===== config.mk =====
export PLATFORM = sky130hd
export DESIGN_NAME = vjtag_hub
export DESIGN_NICKNAME = d
export VERILOG_FILES = /design/src/rtl/vjh_pkg.sv /design/src/rtl/vjh_scan_ctrl.sv /design/src/rtl/vjh_info_rom.sv /design/src/rtl/vjh_node_bypass.sv /design/src/rtl/vjtag_hub.sv
export SDC_FILE = /design/constraint.sdc
export NUM_CORES = 1
export LEC_CHECK = 0
export BUFFER_PORTS_ARGS = -buffer_cell sky130_fd_sc_hd__buf_2
export CAP_MARGIN = 20
export CORE_ASPECT_RATIO = 0.6
export CORE_UTILIZATION = 50
export CTS_CLUSTER_SIZE = 20
export DETAILED_ROUTE_END_ITERATION = 7
export PLACE_DENSITY_LB_ADDON = 0.3
export SKIP_CTS_REPAIR_TIMING = 1
export SYNTH_ARGS = -nofsm -noshare
export SYNTH_HDL_FRONTEND = slang
export SYNTH_HIERARCHICAL = 1
export SYNTH_SLANG_ARGS = --single-unit

===== constraint.sdc =====
create_clock -name tck -period 2.73 [get_ports tck]
set_input_delay 0.4095 -clock tck [delete_from_list [all_inputs] [get_ports tck]]
set_output_delay 0.4095 -clock tck [all_outputs]
set_load 0.02 [all_outputs]

===== src/rtl/vjh_pkg.sv =====
package vjh_pkg;

    typedef enum logic [2:0] {
        S_IDLE,
        S_VIR_SCAN,
        S_INFO_SCAN,
        S_NODE_SCAN,
        S_NULL_SCAN
    } scan_state_t;

    localparam logic [10:0] HUB_MFG = 11'h06E;

    function automatic logic [31:0] hub_cfg_word(input logic [4:0] ver,
                                                 input logic [7:0] cnt,
                                                 input logic [7:0] mw);
        return {ver, cnt, HUB_MFG, mw};
    endfunction

endpackage


===== src/rtl/vjh_scan_ctrl.sv =====
module vjh_scan_ctrl
    import vjh_pkg::*;
(
    input  logic        tck,
    input  logic        trst_n,
    input  logic        tlr,
    input  logic        capture_dr,
    input  logic        shift_dr,
    input  logic        update_dr,
    input  logic        sel_vir,
    input  logic        sel_vdr,
    input  logic        hub_info,
    input  logic        node_ok,
    output scan_state_t state,
    output logic        vir_cap,
    output logic        vir_shift,
    output logic        vir_upd,
    output logic        info_cap,
    output logic        info_shift,
    output logic        info_upd,
    output logic        node_cap,
    output logic        node_shift
);

    scan_state_t nxt;

    always_comb begin
        nxt = state;
        if (capture_dr && sel_vir)
            nxt = S_VIR_SCAN;
        else if (capture_dr && sel_vdr)
            nxt = hub_info ? S_INFO_SCAN : (node_ok ? S_NODE_SCAN : S_NULL_SCAN);
        else if (update_dr)
            nxt = S_IDLE;
    end

    always_ff @(posedge tck or negedge trst_n) begin
        if (!trst_n)
            state <= S_IDLE;
        else if (tlr)
            state <= S_IDLE;
        else
            state <= nxt;
    end

    always_comb begin
        vir_cap    = capture_dr && sel_vir;
        info_cap   = capture_dr && !sel_vir && sel_vdr && hub_info;
        node_cap   = capture_dr && !sel_vir && sel_vdr && !hub_info && node_ok;
        vir_shift  = 1'b0;
        vir_upd    = 1'b0;
        info_shift = 1'b0;
        info_upd   = 1'b0;
        node_shift = 1'b0;
        unique case (state)
            S_IDLE: ;
            S_VIR_SCAN: begin
                vir_shift = shift_dr && !capture_dr;
                vir_upd   = update_dr && !capture_dr;
            end
            S_INFO_SCAN: begin
                info_shift = shift_dr && !capture_dr;
                info_upd   = update_dr && !capture_dr;
            end
            S_NODE_SCAN: node_shift = shift_dr && !capture_dr;
            S_NULL_SCAN: ;
            default: ;
        endcase
    end

    // an update with no capture closes the scan
    p_scan_close_r4: assert property (@(posedge tck) disable iff (!trst_n)
        (update_dr && !capture_dr) |=> state == S_IDLE);

    // test-logic-reset returns the controller to idle
    p_tlr_idle_r8: assert property (@(posedge tck) disable iff (!trst_n)
        tlr |=> state == S_IDLE);

endmodule


===== src/rtl/vjh_info_rom.sv =====
module vjh_info_rom
    import vjh_pkg::*;
#(
    parameter int               NODE_CNT  = 3,
    parameter int               M_W       = 4,
    parameter logic [4:0]       HUB_VER   = 5'd1,
    parameter logic [NODE_CNT*32-1:0] NODE_INFO = '0,
    parameter int               PTR_W     = 6
) (
    input  logic [PTR_W-1:0] ptr,
    output logic [3:0]       nib
);

    localparam int TOT = (NODE_CNT + 1) * 8;

    logic [31:0] words [NODE_CNT+1];

    assign words[0] = hub_cfg_word(HUB_VER, 8'(NODE_CNT), 8'(M_W));

    for (genvar g = 0; g < NODE_CNT; g++) begin : g_word
        assign words[g+1] = NODE_INFO[32*g +: 32];
    end

    logic [PTR_W-4:0] widx;
    logic [2:0]       sel;

    assign widx = ptr[PTR_W-1:3];
    assign sel  = ptr[2:0];

    always_comb begin
        nib = 4'h0;
        if (int'(ptr) < TOT) begin
            for (int k = 0; k <= NODE_CNT; k++) begin
                if (int'(widx) == k)
                    nib = words[k][4*sel +: 4];
            end
        end
    end

endmodule


===== src/rtl/vjh_node_bypass.sv =====
module vjh_node_bypass (
    input  logic tck,
    input  logic trst_n,
    input  logic tlr,
    input  logic cap,
    input  logic shift,
    input  logic tdi,
    output logic q
);

    always_ff @(posedge tck or negedge trst_n) begin
        if (!trst_n)
            q <= 1'b0;
        else if (tlr || cap)
            q <= 1'b0;
        else if (shift)
            q <= tdi;
    end

    // each shift copies TDI into the stage
    p_bypass_copy_r10: assert property (@(posedge tck) disable iff (!trst_n)
        (shift && !tlr && !cap) |=> q == $past(tdi));

endmodule


===== src/rtl/vjtag_hub.sv =====
module vjtag_hub
    import vjh_pkg::*;
#(
    parameter int                     NODE_CNT  = 3,
    parameter int                     M_W       = 4,
    parameter logic [4:0]             HUB_VER   = 5'd1,
    parameter logic [NODE_CNT*32-1:0] NODE_INFO = {
        {5'd1, 8'h00, 11'h06E, 8'd1},
        {5'd1, 8'h08, 11'h06E, 8'd0},
        {5'd2, 8'h84, 11'h06E, 8'd0}},
    localparam int N_W = $clog2(NODE_CNT + 1)
) (
    input  logic           tck,
    input  logic           trst_n,
    input  logic           tlr,
    input  logic           capture_dr,
    input  logic           shift_dr,
    input  logic           update_dr,
    input  logic           sel_vir,
    input  logic           sel_vdr,
    input  logic           tdi,
    output logic           tdo,
    output logic [N_W-1:0] act_addr,
    output logic [M_W-1:0] act_vir
);

    localparam int VR_W  = N_W + M_W;
    localparam int TOT   = (NODE_CNT + 1) * 8;
    localparam int PTR_W = $clog2(TOT + 1);

    scan_state_t      state;
    logic             vir_cap, vir_shift, vir_upd;
    logic             info_cap, info_shift, info_upd;
    logic             node_cap, node_shift;
    logic             hub_info, node_ok;
    logic [VR_W-1:0]  vir_sr;
    logic [3:0]       info_sr;
    logic [3:0]       rom_nib;
    logic [PTR_W-1:0] ptr;
    logic [NODE_CNT-1:0] byp_q;
    logic             node_tdo;

    assign hub_info = (act_addr == '0) && (act_vir == '0);
    assign node_ok  = (act_addr != '0) && (int'(act_addr) <= NODE_CNT);

    vjh_scan_ctrl u_ctrl (
        .tck        (tck),
        .trst_n     (trst_n),
        .tlr        (tlr),
        .capture_dr (capture_dr),
        .shift_dr   (shift_dr),
        .update_dr  (update_dr),
        .sel_vir    (sel_vir),
        .sel_vdr    (sel_vdr),
        .hub_info   (hub_info),
        .node_ok    (node_ok),
        .state      (state),
        .vir_cap    (vir_cap),
        .vir_shift  (vir_shift),
        .vir_upd    (vir_upd),
        .info_cap   (info_cap),
        .info_shift (info_shift),
        .info_upd   (info_upd),
        .node_cap   (node_cap),
        .node_shift (node_shift)
    );

    // Virtual IR shift register and latched selection
    always_ff @(posedge tck or negedge trst_n) begin
        if (!trst_n) begin
            vir_sr   <= '0;
            act_addr <= '0;
            act_vir  <= '0;
        end else if (tlr) begin
            vir_sr   <= '0;
            act_addr <= '0;
            act_vir  <= '0;
        end else begin
            if (vir_cap)
                vir_sr <= {act_addr, act_vir};
            else if (vir_shift)
                vir_sr <= {tdi, vir_sr[VR_W-1:1]};
            if (vir_upd) begin
                act_addr <= vir_sr[VR_W-1:M_W];
                act_vir  <= vir_sr[M_W-1:0];
            end
        end
    end

    // Nibble pointer: restart on selection, step on info update, saturate
    always_ff @(posedge tck or negedge trst_n) begin
        if (!trst_n)
            ptr <= '0;
        else if (tlr || vir_upd)
            ptr <= '0;
        else if (info_upd && int'(ptr) < TOT)
            ptr <= ptr + 1'b1;
    end

    vjh_info_rom #(
        .NODE_CNT  (NODE_CNT),
        .M_W       (M_W),
        .HUB_VER   (HUB_VER),
        .NODE_INFO (NODE_INFO),
        .PTR_W     (PTR_W)
    ) u_rom (
        .ptr (ptr),
        .nib (rom_nib)
    );

    always_ff @(posedge tck or negedge trst_n) begin
        if (!trst_n)
            info_sr <= '0;
        else if (tlr)
            info_sr <= '0;
        else if (info_cap)
            info_sr <= rom_nib;
        else if (info_shift)
            info_sr <= {tdi, info_sr[3:1]};
    end

    // Node data register stubs
    for (genvar g = 0; g < NODE_CNT; g++) begin : g_node
        logic here;
        assign here = (int'(act_addr) == g + 1);
        vjh_node_bypass u_byp (
            .tck    (tck),
            .trst_n (trst_n),
            .tlr    (tlr),
            .cap    (node_cap && here),
            .shift  (node_shift && here),
            .tdi    (tdi),
            .q      (byp_q[g])
        );
    end

    always_comb begin
        node_tdo = 1'b0;
        for (int k = 0; k < NODE_CNT; k++) begin
            if (int'(act_addr) == k + 1)
                node_tdo = byp_q[k];
        end
    end

    always_comb begin
        tdo = 1'b0;
        unique case (state)
            S_IDLE:      tdo = 1'b0;
            S_VIR_SCAN:  tdo = vir_sr[0];
            S_INFO_SCAN: tdo = info_sr[0];
            S_NODE_SCAN: tdo = node_tdo;
            S_NULL_SCAN: tdo = 1'b0;
            default:     tdo = 1'b0;
        endcase
    end

    // update of a virtual-IR scan latches the shifted value
    p_vir_latch_r1: assert property (@(posedge tck) disable iff (!trst_n)
        (state == S_VIR_SCAN && update_dr && !capture_dr && !tlr)
            |=> {act_addr, act_vir} == $past(vir_sr));

    // the pointer holds unless an update-DR or reset happens
    p_ptr_hold_r4: assert property (@(posedge tck) disable iff (!trst_n)
        (!update_dr && !tlr) |=> $stable(ptr));

    // the pointer never runs past the end of the last node word
    p_ptr_bound_r7: assert property (@(posedge tck) disable iff (!trst_n)
        int'(ptr) <= TOT);

    // test-logic-reset clears the selection and the pointer
    p_tlr_clear_r8: assert property (@(posedge tck) disable iff (!trst_n)
        tlr |=> (act_addr == '0 && act_vir == '0 && ptr == '0));

    // TDO is quiet outside a scan and in a null scan
    p_tdo_quiet_r11: assert property (@(posedge tck) disable iff (!trst_n)
        (state == S_IDLE || state == S_NULL_SCAN) |-> !tdo);

endmodule


==> results of run 1 <==
layout by cell type (no fill, tap or decap), types with 5 or more instances in the layout:
cell / Yosys / final
nand3_1: 6 / 6
mux2_2: 11 / 11
dfrtp_1: 28 / 28
nand2_1: 5 / 5
nor2_1: 27 / 27
mux2i_1: 19 / 19
buf_2: 4 / 15
a21oi_1: 6 / 6
through the flow:
stage	utilization, %	instance area (um^2)	instances	hold WS, ps	total power [mW]
after floorplan	-	1660	164	114	0.454
after global placement	58.9	1770	216	453	0.476
after detailed placement	58.9	1770	216	461	0.478
after CTS	61.3	1840	220	156	0.806
after global routing	61.3	1840	220	183	0.826
final	61.3	1840	220	135	0.804
where the power goes:
| part | total (mW) | leakage, nW | switching [mW] | internal (mW) |
|---|---|---|---|---|
| registers | 0.420 | 0.390 | 0.00344 | 0.417 |
| clock network | 0.334 | 0.0357 | 0.138 | 0.197 |
| logic | 0.0496 | 0.440 | 0.0329 | 0.0167 |
| total | 0.804 | 0.865 | 0.174 | 0.630 |
Yosys cell counts, types with 3 or more instances:
cell | count | share of area (%)
a21oi_1 | 6 | 1.8
buf_2 | 4 | 1.2
dfrtp_1 | 28 | 42
mux2_2 | 11 | 7.5
mux2i_1 | 19 | 11
nand2_1 | 5 | 1.1
nand2b_1 | 4 | 1.5
nand3_1 | 6 | 1.8
nor2_1 | 27 | 6.1
nor2b_1 | 4 | 1.5
nor3_2 | 3 | 1.8
nor3b_1 | 3 | 1.4
o21ai_0 | 4 | 1.2
state kept, by name, indices dropped and copies added (netlist names):
| signal | cells |
|---|---|
| act_vir | 4 |
| g_node.u_byp/q | 3 |
| info_sr | 4 |
| ptr | 6 |
| vir_sr | 6 |
| u_ctrl/state | 3 |
| act_addr | 2 |
layer usage:
layer | vias up | wire (um)
li1 | 614 | -
met1 | 645 | 1730
met2 | 37 | 1560
met3 | 4 | 194
met4 | 0 | 25
met5 | - | 0
worst min-delay path by stage:
stage	slack, ps	depth (start not counted)	to	startpoint
6_report	130	1	g_node[2].u_byp/q$_DFFE_PN0P_	trst_n
2_1_floorplan	110	0	act_addr[0]$_DFFE_PN0N_	trst_n
5_1_grt	180	1	g_node[2].u_byp/q$_DFFE_PN0P_	trst_n
4_1_cts	160	1	g_node[0].u_byp/q$_DFFE_PN0P_	trst_n
3_3_place_gp	450	1	g_node[1].u_byp/q$_DFFE_PN0P_	trst_n
3_5_place_dp	460	1	u_ctrl/state[1]$_DFFE_PN0P_	trst_n
cells by family after synthesis:
family	share of synthesized area (%)
xor+xnor	1.58
buf+inv	1.88
flops	42.2
simple gates	27.6
mux	18.9
fa+ha+maj	0.753
compound gates	7.15
cell type report:
class / count / share of cell area [%]
sequential: 28 / 38.1
multi-input combinational: 129 / 50.5
timing repair buffer: 16 / 4.49
clock buffer: 3 / 2.24
tap: 42 / 2.86
clock inverter: 1 / 1.63
inverter: 1 / 0.204
critical path, delay by kind of cell, from the launching register on:
kind | cells | cell delay, ps
DFF | 1 | 420
buffers and inverters | 1 | 90
muxes | 1 | 250
and+or+nand+nor | 4 | 1250
==> metrics, run 1 <==
Startpoint Class flip-flop; relative slew slack 58.3%; worst-path cell chain or4_1 -> nor2_1 -> inv_1 -> nor2_1 -> mux2i_1 -> nor2_1; Pwr Density 437 nW/um^2; CTS buffer count 3; initial antenna violation count 0; Post-Syn Area per Cell 10.1 um^2; unrepaired setup endpoints after global routing false; outcome completed; sequential element share of the synthesized area 42.2%; FF-to-FF End info_sr[2]$_DFFE_PN0P_; WL/cell 16.0 um; Slew Limit Fails 0; Leak Pwr 0.865 nW; Layout area overhead 10.8%; Syn Nets 174; Worst Setup Path Type reg2reg; met1 GRT Util 29.4%; maximum vdd drop 0.321 mV; total length of routed wires 3.52 mm; busiest grt layer met2; period utilization 78.6%; cell count after synthesis 164; max_cap viols 0; Worst Setup EP info_sr[2]$_DFFE_PN0P_; area of the multi-input gates 930 um^2; Syn. warnings 6; HPWL after detailed placement 2.52 mm; via count 1,300; setup TNS 0 ps; number of global-route vias before repair 1,200; Via density 5.91; number of fill cells 254; critical path peak fanout 4; clk_lat worst skew 280 ps; Root Driver clkbuf_8; CTS tree built; worst hold path class in2async; count of cell types in the netlist 40; maximum root-to-sink buffer count 2; Die W 76.4 um; post-place setup slack 623 ps; RR Startpoint act_vir[3]$_DFFE_PN0N_; core area 3000 um^2; Reg clk slew, reported paths 100 ps; final hold vios 0; critical path's most frequent cell nor2_1; worst r2r path cells 6; Core Rows 15; Port Buf Inserts 15; fin crit period 2150 ps; Fmax achieved 0.466 GHz; Die Span Y 46.7 um; met2 Use GR 36.2%; EDFF count, synth 0; DRC viols 0; grt total ovfl 0; Critical Path Slowest Stage Cell or4_1; Yosys reg bits 28; Tot GR Track Use 21.8%; FF+latch area 701 um^2; Setup WS post-layout 584 ps; Crit. Startpoint act_vir[3]$_DFFE_PN0N_; Ant. Diodes 0; Mapped Area 1660 um^2; r2r setup slk 580 ps; Die Area 3570 um^2; Final nets 189; asr flop ratio synth 100%; Critical Path AT 2300 ps; clock sink count 28; Detailed Route Iter0 Violations 110; Critical Path End Type flip-flop; WP data required 2880 ps; share of cells above drive strength 1 24.2%; first-pass GRT wire length 5.80 mm; Slew @ Worst Pin 625 ps; IO Count 16; slowest stage delay, CP 590 ps; largest net degree at the start of global routing 29; final setup vio count 0; Fin Clk Skew 7.02 ps; H-Tree Level Count 1; Post-synth top flop dfrtp_1; post-route ant nets 0; starting density of the core 55.3%; DR pass1 iterations 4; GR Layer Usage met3 5.15%; Placer Congestion 0.891
Note: power is estimated with default switching activity, not from simulation.
==> inputs of run 2 (changes only) <==
Clock period 2.73 ns to 2.1 ns, I/O delays scaled along.
==> metrics, run 2 (synthesis gave the netlist of run 1 again) <==
outcome completed; CP Buf/Inv Count 0 (-1); Slew Limit Fails 0 (unchanged); starting density of the core 55.3% (unchanged); Via density 5.93 (+0.40%); Die W 76.4 um (unchanged); number of global-route vias before repair 1,178 (-1.8%); WL/cell 15.9 um (-0.62%); Worst Setup Path Type reg2reg; CTS buffer count 3 (unchanged); Post-DP Area 1780 um^2 (+0.85%); most frequent cells in the layout dfrtp_1, nor2_1, mux2i_1, buf_2, mux2_2; Critical Path Slowest Stage Cell dfrtp_1; Critical Path End Type flip-flop; Core Rows 15 (unchanged); final setup vio count 0 (unchanged); clock sink count 28 (unchanged); Final nets 191 (+1.1%); HPWL after detailed placement 2.55 mm (+0.98%); critical path peak fanout 8 (+4); Leak Pwr 0.875 nW (+1.1%); worst hold path class in2async; Die Area 3570 um^2 (unchanged); Pwr Density 560 nW/um^2 (+28%); largest registers ptr (6), vir_sr (6); DR pass1 iterations 4 (unchanged); max_cap viols 0 (unchanged); clk_lat worst skew 280 ps (about the same); Tot GR Track Use 22.2% (+0.38 points); maximum vdd drop 0.426 mV (+33%); maximum root-to-sink buffer count 2 (unchanged); slowest stage delay, CP 470 ps (-120 ps); IO Count 16 (unchanged); Fin Clk Skew 1.86 ps (-5.16 ps); Detailed Route Iter0 Violations 87 (-21%); fin crit period 1980 ps (-169 ps); Critical Path AT 2140 ps (-160 ps); Placer Congestion 0.884 (-0.75%); Startpoint Class flip-flop; total length of routed wires 3.53 mm (+0.28%); final hold vios 0 (unchanged); CTS tree built; Layout area overhead 12.2%; r2r setup slk 120 ps (-460 ps); WP data required 2260 ps (-620 ps); period utilization 94.1% (+16 points); DRC viols 0 (unchanged); setup TNS 0 ps (unchanged); via count 1,317 (+1.3%); Port Buf Inserts 15 (unchanged); largest net degree at the start of global routing 29 (unchanged); share of cells above drive strength 1 25.6% (+1.4 points); relative slew slack 57.9% (-0.39 points); Final Cell Area 1860 um^2 (+1.3%); post-route ant nets 0 (unchanged); worst-path cell chain or3b_4 -> nor3b_2 -> mux2_2 -> mux2i_1 -> nor2_1; unrepaired setup endpoints after global routing false; first-pass GRT wire length 5.84 mm (+0.83%); core area 3000 um^2 (unchanged); Fmax achieved 0.506 GHz (+8.6%); Reg clk slew, reported paths 100 ps (about the same); H-Tree Level Count 1 (unchanged); commonest non-fill, non-tap cell in the layout dfrtp_1; grt total ovfl 0 (unchanged); Root Driver clkbuf_8; Ant. Diodes 0 (unchanged); CP top delay family simple AND/OR/NAND/NOR gates; Die Span Y 46.7 um (unchanged); initial antenna violation count 0 (unchanged); Slew @ Worst Pin 631 ps (+5.84 ps)
==> run 2: changes by cell type in the layout (fill, tap and decap cells not counted) <==
cell,delta
nor2_1,-1
nor3b_4,+1
nor3b_2,-1
nor2_2,+1
buf_4,+2
==> run 2: final timing paths <==
| kind | startpoint | end | depth (start not counted) |
|---|---|---|---|
| worst max-delay path | u_ctrl/state[1]$_DFFE_PN0P_ | info_sr[1]$_DFFE_PN0P_ | 5 |
| worst min-delay path | trst_n | u_ctrl/state[0]$_DFFE_PN0P_ | 1 |
| worst max register to register | u_ctrl/state[1]$_DFFE_PN0P_ | info_sr[1]$_DFFE_PN0P_ | 5 |
| worst min register to register | g_node[2].u_byp/q$_DFFE_PN0P_ | g_node[2].u_byp/q$_DFFE_PN0P_ | 2 |
| max in group asynchronous | trst_n | ptr[0]$_DFFE_PN0P_ | 1 |
| min in group tck | sel_vir | u_ctrl/state[0]$_DFFE_PN0P_ | 3 |
==> run 2: layout make-up <==
class                      instances  area (um^2)
fill                             248         1140
multi-input combinational        129          938
sequential                        28          701
timing repair buffer              18         97.6
tap                               42         52.6
clock buffer                       3         41.3
clock inverter                     1         30.0
inverter                           1         3.75
==> run 2: where the power goes <==
part / total, mW / switching, mW / internal [mW]
logic: 0.0651 / 0.0428 / 0.0223
clock network: 0.432 / 0.177 / 0.256
registers: 0.546 / 0.00419 / 0.542
total: 1.04 / 0.224 / 0.820
==> run 2: metrics by stage <==
| step | setup slack (ps) | hold slack, ps | std cells | power [mW] | util [%] |
|---|---|---|---|---|---|
| 2_1_floorplan | 269 | 19.4 | 164 | 0.590 | - |
| 3_3_place_gp | 139 | 360 | 218 | 0.618 | 59.4 |
| 3_5_place_dp | 89.8 | 364 | 218 | 0.620 | 59.4 |
| 4_1_cts | 86.7 | 53.8 | 222 | 1.05 | 61.8 |
| 5_1_grt | 25.8 | 95.7 | 222 | 1.07 | 62.1 |
| 6_report | 123 | 35.8 | 222 | 1.04 | 62.1 |
==> run 2: metal layers <==
layer  wire (um)  part of all wire [%]  global-route usage (%)
met3         252                   7.1                    4.95
met5           0                     0                       0
met1        1610                    46                    29.3
met2        1620                    46                    36.9
met4          51                   1.4                    8.08
==> run 2: worst register-to-register path, delay by kind of cell (launching register included) <==
kind	cells	cell delay [ps]
DFF	1	470
muxes	2	530
and+or+nand+nor	3	850
